### src/rtl/bwt_pkg.sv
`timescale 1ns/1ps
package bwt_pkg;

  typedef enum logic [2:0] {
    S_IDLE,
    S_SEND,
    S_HOLD,
    S_GUARD,
    S_LISTEN
  } seq_state_t;

  localparam logic [1:0] KIND_WAKE = 2'd1;
  localparam logic [1:0] KIND_FLAG = 2'd2;
  localparam logic [1:0] FLAG_TURN = 2'd1;

  // line character carrying one data bit
  function automatic logic [7:0] tok_char(input logic b);
    return 8'h7D | {6'd0, b, 1'b0};
  endfunction

  // tolerant decode: bits 6..1 all set means a 1 token
  function automatic logic tok_value(input logic [7:0] c);
    return &c[6:1];
  endfunction

  function automatic logic [7:0] flag_code(input logic [1:0] sel);
    case (sel)
      2'd0:    return 8'h77;
      2'd1:    return 8'h88;
      2'd2:    return 8'hBB;
      default: return 8'hCC;
    endcase
  endfunction

endpackage

### src/rtl/bwt_serializer.sv
`timescale 1ns/1ps
module bwt_serializer #(
  parameter int W = 8
) (
  input  logic         clk,
  input  logic         rst_n,
  input  logic         load,
  input  logic         load_raw,
  input  logic [W-1:0] load_byte,
  input  logic         lt_ready,
  output logic         lt_valid,
  output logic [7:0]   lt_char,
  output logic         last_fire
);
  import bwt_pkg::*;

  localparam int IDXW = (W > 1) ? $clog2(W) : 1;

  logic            busy;
  logic            raw;
  logic [W-1:0]    sh;
  logic [IDXW-1:0] idx;
  logic            fire;

  assign lt_valid  = busy;
  assign lt_char   = raw ? 8'h00 : tok_char(sh[0]);
  assign fire      = busy & lt_ready;
  assign last_fire = fire & (raw | (idx == IDXW'(W-1)));

  always_ff @(posedge clk or negedge rst_n) begin
    if (!rst_n) begin
      busy <= 1'b0;
      raw  <= 1'b0;
      sh   <= '0;
      idx  <= '0;
    end else if (load) begin
      busy <= 1'b1;
      raw  <= load_raw;
      sh   <= load_byte;
      idx  <= '0;
    end else if (fire) begin
      if (last_fire) begin
        busy <= 1'b0;
      end else begin
        sh  <= sh >> 1;
        idx <= idx + 1'b1;
      end
    end
  end

  // a stalled character is held
  p_char_held_r4: assert property (@(posedge clk) disable iff (!rst_n)
    (lt_valid && !lt_ready) |=> (lt_valid && $stable(lt_char)));

endmodule

### src/rtl/bwt_packer.sv
`timescale 1ns/1ps
module bwt_packer #(
  parameter int W        = 8,
  parameter int IDLE_CYC = 240
) (
  input  logic         clk,
  input  logic         rst_n,
  input  logic         en,
  input  logic         clr,
  input  logic         lr_valid,
  input  logic [7:0]   lr_char,
  output logic [W-1:0] rx_byte,
  output logic         byte_done,
  output logic         end_of_burst
);
  import bwt_pkg::*;

  localparam int CW = (W > 1) ? $clog2(W) : 1;
  localparam int TW = $clog2(IDLE_CYC + 1);

  logic [W-1:0]  sh;
  logic [CW-1:0] cnt;
  logic [TW-1:0] quiet;
  logic          tok_in;
  logic          tok_bit;
  logic [W-1:0]  next_sh;

  assign tok_in       = en & lr_valid;
  assign tok_bit      = tok_value(lr_char);
  assign next_sh      = {tok_bit, sh[W-1:1]};
  assign end_of_burst = en & ~lr_valid & (quiet == TW'(IDLE_CYC - 1));

  always_ff @(posedge clk or negedge rst_n) begin
    if (!rst_n) begin
      sh        <= '0;
      cnt       <= '0;
      quiet     <= '0;
      rx_byte   <= '0;
      byte_done <= 1'b0;
    end else begin
      byte_done <= 1'b0;
      if (clr) begin
        cnt   <= '0;
        quiet <= '0;
      end else if (tok_in) begin
        quiet <= '0;
        sh    <= next_sh;
        if (cnt == CW'(W-1)) begin
          cnt       <= '0;
          rx_byte   <= next_sh;
          byte_done <= 1'b1;
        end else begin
          cnt <= cnt + 1'b1;
        end
      end else if (end_of_burst) begin
        cnt <= '0;
      end else if (en) begin
        quiet <= quiet + 1'b1;
      end
    end
  end

  // the end strobe is a single-cycle pulse
  p_eob_pulse_r8: assert property (@(posedge clk) disable iff (!rst_n)
    end_of_burst |=> !end_of_burst);

  // bytes only come from tokens taken in the listen window
  p_byte_in_window_r7: assert property (@(posedge clk) disable iff (!rst_n)
    byte_done |-> $past(en));

endmodule

### src/rtl/bitwire_token_codec.sv
`timescale 1ns/1ps
module bitwire_token_codec #(
  parameter int CLK_HZ     = 100_000_000,
  parameter int BAUD       = 230_400,
  parameter int IDLE_BITS  = 24,
  parameter int GUARD_BITS = 12,
  parameter int WAKE_US    = 100
) (
  input  logic       clk,
  input  logic       rst_n,
  input  logic       req_valid,
  output logic       req_ready,
  input  logic [1:0] req_kind,
  input  logic [7:0] req_byte,
  output logic       lt_valid,
  input  logic       lt_ready,
  output logic [7:0] lt_char,
  input  logic       lr_valid,
  input  logic [7:0] lr_char,
  output logic [7:0] rx_byte,
  output logic       byte_done,
  output logic       end_of_burst
);
  import bwt_pkg::*;

  localparam int BIT_CYC   = CLK_HZ / BAUD;
  localparam int IDLE_CYC  = IDLE_BITS * BIT_CYC;
  localparam int GUARD_CYC = GUARD_BITS * BIT_CYC;
  localparam int HOLD_CYC  = (CLK_HZ / 1000) * WAKE_US / 1000;
  localparam int TMR_MAX   = (HOLD_CYC > GUARD_CYC) ? HOLD_CYC : GUARD_CYC;
  localparam int TMRW      = $clog2(TMR_MAX + 1);

  seq_state_t      state;
  logic [TMRW-1:0] tmr;
  logic            pend_wake;
  logic            pend_turn;
  logic            accept;
  logic            is_wake;
  logic            is_flag;
  logic [7:0]      load_byte;
  logic            ser_last;
  logic            listen_clr;
  logic            listen_en;
  logic            hold_end;
  logic            guard_end;

  assign req_ready  = (state == S_IDLE);
  assign accept     = req_valid & req_ready;
  assign is_wake    = (req_kind == KIND_WAKE);
  assign is_flag    = (req_kind == KIND_FLAG);
  assign load_byte  = is_flag ? flag_code(req_byte[1:0]) : req_byte;
  assign hold_end   = (state == S_HOLD)  && (tmr == TMRW'(HOLD_CYC - 1));
  assign guard_end  = (state == S_GUARD) && (tmr == TMRW'(GUARD_CYC - 1));
  assign listen_clr = guard_end;
  assign listen_en  = (state == S_LISTEN);

  bwt_serializer #(.W(8)) ser_i (
    .clk       (clk),
    .rst_n     (rst_n),
    .load      (accept),
    .load_raw  (is_wake),
    .load_byte (load_byte),
    .lt_ready  (lt_ready),
    .lt_valid  (lt_valid),
    .lt_char   (lt_char),
    .last_fire (ser_last)
  );

  bwt_packer #(.W(8), .IDLE_CYC(IDLE_CYC)) pack_i (
    .clk          (clk),
    .rst_n        (rst_n),
    .en           (listen_en),
    .clr          (listen_clr),
    .lr_valid     (lr_valid),
    .lr_char      (lr_char),
    .rx_byte      (rx_byte),
    .byte_done    (byte_done),
    .end_of_burst (end_of_burst)
  );

  always_ff @(posedge clk or negedge rst_n) begin
    if (!rst_n) begin
      state     <= S_IDLE;
      tmr       <= '0;
      pend_wake <= 1'b0;
      pend_turn <= 1'b0;
    end else begin
      case (state)
        S_IDLE: if (accept) begin
          state     <= S_SEND;
          pend_wake <= is_wake;
          pend_turn <= is_flag & (req_byte[1:0] == FLAG_TURN);
        end
        S_SEND: if (ser_last) begin
          tmr <= '0;
          if (pend_wake)      state <= S_HOLD;
          else if (pend_turn) state <= S_GUARD;
          else                state <= S_IDLE;
        end
        S_HOLD: begin
          tmr <= tmr + 1'b1;
          if (hold_end) state <= S_IDLE;
        end
        S_GUARD: begin
          tmr <= tmr + 1'b1;
          if (guard_end) state <= S_LISTEN;
        end
        S_LISTEN: if (end_of_burst) state <= S_IDLE;
        default: state <= S_IDLE;
      endcase
    end
  end

  // only token characters or the raw wake character reach the line
  p_line_alphabet_r1: assert property (@(posedge clk) disable iff (!rst_n)
    lt_valid |-> (lt_char == 8'h7D || lt_char == 8'h7F || lt_char == 8'h00));

  // the line stays quiet during the wake hold-off
  p_hold_quiet_r3: assert property (@(posedge clk) disable iff (!rst_n)
    (state == S_HOLD) |-> !lt_valid);

  // no transmit while the reply is being collected
  p_listen_no_tx_r7: assert property (@(posedge clk) disable iff (!rst_n)
    (state == S_LISTEN) |-> !lt_valid);

endmodule

### config.mk
export PLATFORM = sky130hd
export DESIGN_NAME = bitwire_token_codec
export DESIGN_NICKNAME = d
export VERILOG_FILES = /design/src/rtl/bwt_pkg.sv /design/src/rtl/bwt_serializer.sv /design/src/rtl/bwt_packer.sv /design/src/rtl/bitwire_token_codec.sv
export SDC_FILE = /design/constraint.sdc
export NUM_CORES = 1
export LEC_CHECK = 0
export BUFFER_PORTS_ARGS = -buffer_cell sky130_fd_sc_hd__buf_4
export CAP_MARGIN = 20
export CORE_ASPECT_RATIO = 0.6
export CORE_MARGIN = 2
export CORE_UTILIZATION = 60
export DETAILED_ROUTE_END_ITERATION = 10
export GPL_ROUTABILITY_DRIVEN = 0
export PLACE_DENSITY = 0.9
export REMOVE_ABC_BUFFERS = 1
export SLEW_MARGIN = 20
export SYNTH_ARGS = -nofsm -noshare
export SYNTH_HDL_FRONTEND = slang
export SYNTH_SLANG_ARGS = --single-unit
### constraint.sdc
create_clock -name clk -period 3.9 [get_ports clk]
set_input_delay 0.39 -clock clk [delete_from_list [all_inputs] [get_ports clk]]
set_output_delay 0.39 -clock clk [all_outputs]
set_load 0.02 [all_outputs]
# [Yosys cells after proc, flatten, opt, wreduce, memory -nomap -nowiden]
# Index checks and enable logic that the tools add are counted.
[classes] muxes=32 bitwise_logic=10 eq_ne=20 add_sub_neg=4 n_reduce_logical=19
[op_table] cell="$mux 14" n=5
[op_table] cell="$mux 3" n=11
[op_table] cell="$mux 8" n=4
[op_table] cell="$add 14x1->14 const B" n=2
[op_table] cell="$eq 14x14->1 const B" n=2
[op_table] cell="$pmux 14 s2" n=1
[op_table] cell="$pmux 8 s3" n=1
[op_table] cell="$pmux 3 s5" n=1
[op_table] cell="$eq 14x13->1 const B" n=1
[op_table] cell="$reduce_and 2->1" n=6
[op_table] cell="$eq 3x3->1 const B" n=3
[op_table] cell="$ne 2x2->1 const B" n=4
[op_table] cell="$and 1x1->1" n=7
[op_table] cell="$mux 7" n=1
[op_table] cell="$add 3x1->3 const B" n=2
[op_table] cell="$eq 3x2->1 const B" n=2
[op_table] cell="$mux 1" n=6
[op_table] cell="$reduce_and 6->1" n=1
[op_table] cell="$reduce_bool 2->1" n=3
[op_table] cell="$reduce_bool 3->1" n=2
[op_table] cell="$reduce_and 5->1" n=1
[op_table] cell="$eq 2x1->1 const B" n=2
[op_table] cell="$eq 2x2->1 const B" n=2
[op_table] cell="$mux 2" n=2
[op_table] cell="other kinds (10)" n=13
[totals] output_inout_bits=20 ff_bits=66 elab_cells=98 input_bits=23

# [Longest topological paths before layout]
[logic_depth] word_depth=6 depth_mapped=8 depth_no_buf=7

# [By module]
# A second synthesis with hierarchy kept.
[unflattened] cells_unflattened=350 hier_area_um2=3552.2
[by_module_without_submodules] mod="bwt_packer" area_each_um2=1689.1 instances=1 cells_each=151 seq_area_each_um2=825.8
[by_module_without_submodules] mod="bitwire_token_codec" area_each_um2=1187.4 instances=1 cells_each=136 seq_area_each_um2=475.5
[by_module_without_submodules] mod="bwt_serializer" area_each_um2=675.6 instances=1 cells_each=63 seq_area_each_um2=325.3

# [Worst setup path before layout]
# OpenSTA, ideal clock, no wires.
[synth_path] kind="register to register" from="reg tmr[5]" to="reg pack_i.quiet[11]" stages_incl_launch_ff=6 setup_time_ps=121 n_path_buf=0 required_ps=3779 t_arrival_ps=1763 path_slack_ps=2016 synth_period_minus_slack_ps=1884 path_cell_list="dfrtp_1 or4b_4 nor4_4 and2b_4 o22ai_1 a22o_1"
[synth_via] elab_chain_cells=4 elab_cells_between_ends=6 classes_between="2 x eq/ne; 1 x mux; 3 x reduce/logical"
[synth_lines] element="start, declared" line="bitwire_token_codec.sv:34" text="logic [TMRW-1:0] tmr;"
[synth_lines] element="start signal, assigned" line="bitwire_token_codec.sv:101" text="tmr <= tmr + 1'b1;"
[synth_lines] element="start signal, assigned" line="bitwire_token_codec.sv:105" text="tmr <= tmr + 1'b1;"
[synth_lines] element="$eq 14x13->1 *" line="bitwire_token_codec.sv:53" text="assign guard_end = (state == S_GUARD) && (tmr == TMRW'(GUARD_CYC - 1));"
[synth_lines] element="$logic_and 1x1->1 *" line="bitwire_token_codec.sv:53"
[synth_lines] element="$ne 3x1->1 (no source line) or $reduce_bool 3->1 (tied branches)"
[synth_lines] element="$reduce_and 2->1 (no source line)"
[synth_lines] element="end signal, assigned" line="bwt_packer.sv:58" text="quiet <= quiet + 1'b1;"
[synth_lines] element="end, declared" line="bwt_packer.sv:23" text="logic [TW-1:0] quiet;"
# Mark *: on every way between the ends. The rest lies on a longest branch, timed or not.
# A chain may end at the register's enable or synchronous reset.

# [Worst setup path after layout]
[layout_path] from="reg state[2]" to="out end_of_burst"
[layout_via] elab_chain_cells=3
[layout_lines] element="start, declared" line="bitwire_token_codec.sv:33" text="seq_state_t state;"
[layout_lines] element="start signal, assigned" line="bitwire_token_codec.sv:83" text="state <= S_IDLE;"
[layout_lines] element="start signal, assigned" line="bitwire_token_codec.sv:90" text="state <= S_SEND;"
[layout_lines] element="start signal, assigned" line="bitwire_token_codec.sv:96" text="if (pend_wake) state <= S_HOLD;"
[layout_lines] element="$eq 3x3->1" line="bitwire_token_codec.sv:55" text="assign listen_en = (state == S_LISTEN);"
[layout_lines] element="$and 1x1->1 (2 in series)" line="bwt_packer.sv:31" text="assign end_of_burst = en & ~lr_valid & (quiet == TW'(IDLE_CYC - 1));"
[layout_lines] element="end, declared" line="bitwire_token_codec.sv:22" text="output logic end_of_burst"
# No other way between the ends.

==> out/metrics.csv <==
stage;metric;value;unit
status;outcome;finished, final reports clean;
cts;latest clock arrival within the worst-skew pair;0.36;ns
power;PD cells;564;nW/µm²
sta;setup_tns;0;ns
critical_path;Critical Path RT;3.51;ns
cts;Sink Count;65;
cts;total CTS buffers;9;
synth;top-area cell type share of the netlist area;48.1;%
synth;mean post-synth cell area;9.60;µm²
finish;n_diodes;0;
finish;share of layout cells above drive strength 1;18.6;%
synth;Top FF cell, synth;dfrtp_1;
detailed_routing;ANT nets after route;0;
sta;worst slew pin tran;1.07;ns
placed_design;dpl cells;441;
synth;Synth top cells by count;dfrtp_1 (65), nand2_1 (52), nor2_1 (38), a21oi_1 (17), o21ai_0 (17);
global_routing;GRT Overall Usage;24.3;%
critical_path;startpoint types;register;
floorplanning;die area;6270;µm²
detailed_routing;First-pass DRT Iterations;4;
cts;Setup Buffers After CTS;0;
sta;Final period util;58.4;%
synth;synth warn;0;
detailed_routing;vias;2698;
floorplanning;Core Rows;21;
sta;post-layout min period;2.28;ns
global_routing;first-pass GRT wire length;12.1;mm
synth;share of synthesized flip-flops with an asynchronous set or reset;100;%
detailed_routing;final WL;7.18;mm
finish;final std cells w/o fill;457;
critical_path;crit path max fanout;12;
critical_path;arrival time worst endpoint;1.89;ns
finish;Multi-input gate area;1610;µm²
synth;top post-synthesis cells by area;dfrtp_1 (48%), nand2_1 (5.8%), nor2_1 (4.2%);
sta;max-slew violation count;0;
synth;Synth Area in XOR/XNOR;4.66;%
synth;Syn Inst Count;352;
critical_path;CP startpoint;state[2];
floorplanning;Top-Level Pins;43;
placed_design;Buffers on Ports;39;
detailed_routing;Residual DRC;0;
worst_hold_path;Hold WC Path Type;in -> async;
detailed_routing;post-DR wirelength/cell;15.7;µm
sta;Final Hold Fails;0;
finish;area delta synth->final;14.6;%
finish;register area;1630;µm²
synth;sequential share of the synthesized area;48.1;%
flow_run;MaxCap Viol Count;0;
synth;mux cell area share after synthesis;5.00;%
cts;Root Driver;clkbuf_8;
power;leak pwr;0.00178;µW
critical_path;origin of the critical flop-to-flop path;ser_i.idx[0];
finish;layout filler cell count;403;
global_routing;initial antenna violation count;0;
sta;Rel. slew slack;28.5;%
cts;CTS Buffer Depth;2;
critical_path;worst reg2reg path endpoint;ser_i.sh[4];
detailed_routing;vias per cell;5.90;
synth;Post-synth EDFFs;0;
cts;Resized Gates After CTS;0;
critical_path;crit end category;output pin;
floorplanning;Die Y;62.1;µm
cts;cts hold-fix bufs;0;
placed_design;Post-Place Setup Slack;1.70;ns
synth;Synth Area in Compound Gates;9.03;%
finish;nets;415;
placed_design;DP Wirelength;5.04;mm
cts;TritonCTS clock tree;done;
sta;Clock Skew;0.0107;ns
critical_path;Setup CP Type;reg -> out;
cts;htree depth;3;
sta;endpoints failing setup;0;
floorplanning;Core ar.;5490;µm²
synth;Synth Area in Adders;3.33;%
synth;largest area contributor in the synthesized netlist;dfrtp_1;
synth;most common cell in the synthesized netlist;dfrtp_1;
synth;FF+latch count, synth;65;
global_routing;largest net degree at the start of global routing;66;
critical_path;flop-to-flop setup slack;1.64;ns
synth;Mapped Area;3380;µm²
synth;Synth Area in Simple Gates;25.4;%
critical_path;R2R cell count;6;
cts;Clock Pin Slew Worst Setup and Hold Paths;0.08;ns
sta;PnR worst setup slack;1.62;ns
global_routing;vias in the first global route;2517;
floorplanning;Initial Utilization;61.5;%
global_routing;Overflow after GRT;0;
synth;largest family of logic cells by synthesized area;simple AND/OR/NAND/NOR gates;
sta;Peak Freq;439;MHz
sta;RSZ-0062 raised after global routing;false;
synth;Yosys cell types;52;
power;VDD IR max;0.000392;V
critical_path;CP Capture Point;end_of_burst;
detailed_routing;DR iter-0 viols;151;
floorplanning;Die Wd;101;µm
finish;post-layout util;70.5;%
==> state kept, by name, indices dropped and copies added, names as in the netlist <==
| signal | flops |
|---|---|
| pack_i.byte_done | 1 |
| ser_i.idx | 3 |
| ser_i.raw | 1 |
| pack_i.rx_byte | 8 |
| pend_wake | 1 |
| tmr | 14 |
| pack_i.sh | 7 |
| state | 3 |
| ser_i.sh | 8 |
| pend_turn | 1 |
| pack_i.cnt | 3 |
| pack_i.quiet | 14 |
| ser_i.lt_valid | 1 |
==> per-stage QoR <==
step / cell area (µm²) / hold WS [ns] / power, µW
final: 3870 / 0.113 / 2180
after floorplan: 3260 / 0.0944 / 1310
after global routing: 3870 / 0.198 / 2290
after detailed placement: 3650 / 0.468 / 1530
after CTS: 3870 / 0.145 / 2180
after global placement: 3650 / 0.454 / 1490
==> logic make-up after synthesis <==
logic type	Yosys count
xor+xnor	18
compound gates	51
other cells	1
fa+ha+maj	9
simple gates	165
mux	16
buf+inv	27
flops	65
==> worst max-delay path: stages, from the launching register on <==
cell,delay (ns)
dfrtp_1,0.56
or3b_1,0.57
nor2_1,0.23
buf_4,0.17
==> cell usage in the layout (no fill, tap or decap), drive strengths merged, types with 2 or more instances in the layout <==
cell / netlist / final
or4b: 2 / 2
xor2: 7 / 7
dfrtp: 65 / 65
a21oi: 17 / 17
xnor2: 11 / 11
mux2: 7 / 7
mux2i: 9 / 9
nor3: 10 / 10
nand3: 13 / 13
a21o: 2 / 2
or3: 4 / 4
buf: 12 / 39
clkinv: 0 / 3
nand4b: 2 / 2
nor2b: 6 / 6
nand4: 7 / 7
nor4: 8 / 8
clkbuf: 7 / 9
nand2: 52 / 52
ha: 9 / 9
nor4b: 2 / 2
and3: 2 / 2
or2: 3 / 3
bufinv: 0 / 2
and4: 3 / 3
inv: 8 / 10
nor2: 38 / 38
and2: 2 / 2
nand3b: 2 / 2
a211oi: 5 / 5
a22o: 3 / 3
o21ai: 17 / 17
==> power breakdown <==
part / switching (µW) / internal, µW
sequential: 143 / 797
clock: 291 / 367
combinational: 330 / 255
total: 764 / 1420
==> per-layer routing <==
| layer | global-route usage (%) | vias up | wire (µm) |
|---|---|---|---|
| li1 | - | 1295 | - |
| met1 | 35.9 | 1322 | 3380 |
| met2 | 34.7 | 73 | 3310 |
| met3 | 6.19 | 8 | 407 |
| met4 | 8.95 | 0 | 82 |
| met5 | 0 | - | 0 |
==> cell type report <==
class / count / area share (%)
flip-flops and latches: 65 / 42.0
multi-input cells: 260 / 41.6
repair buffers: 39 / 7.56
clock buffers: 9 / 3.20
clock inverters: 7 / 2.65
well taps: 69 / 2.23
inverters: 8 / 0.775
==> worst min path at each step <==
| stage | start | endpoint | cells past startpoint |
|---|---|---|---|
| after floorplan | rst_n | pack_i.byte_done | 0 |
| after global placement | pack_i.sh[1] | pack_i.sh[1] | 2 |
| after detailed placement | pack_i.sh[1] | pack_i.sh[1] | 2 |
| after CTS | rst_n | pack_i.cnt[2] | 1 |
| after global routing | rst_n | pack_i.quiet[8] | 1 |
| final | rst_n | pack_i.cnt[2] | 1 |
No activity file was read; power rests on OpenSTA's default activity.
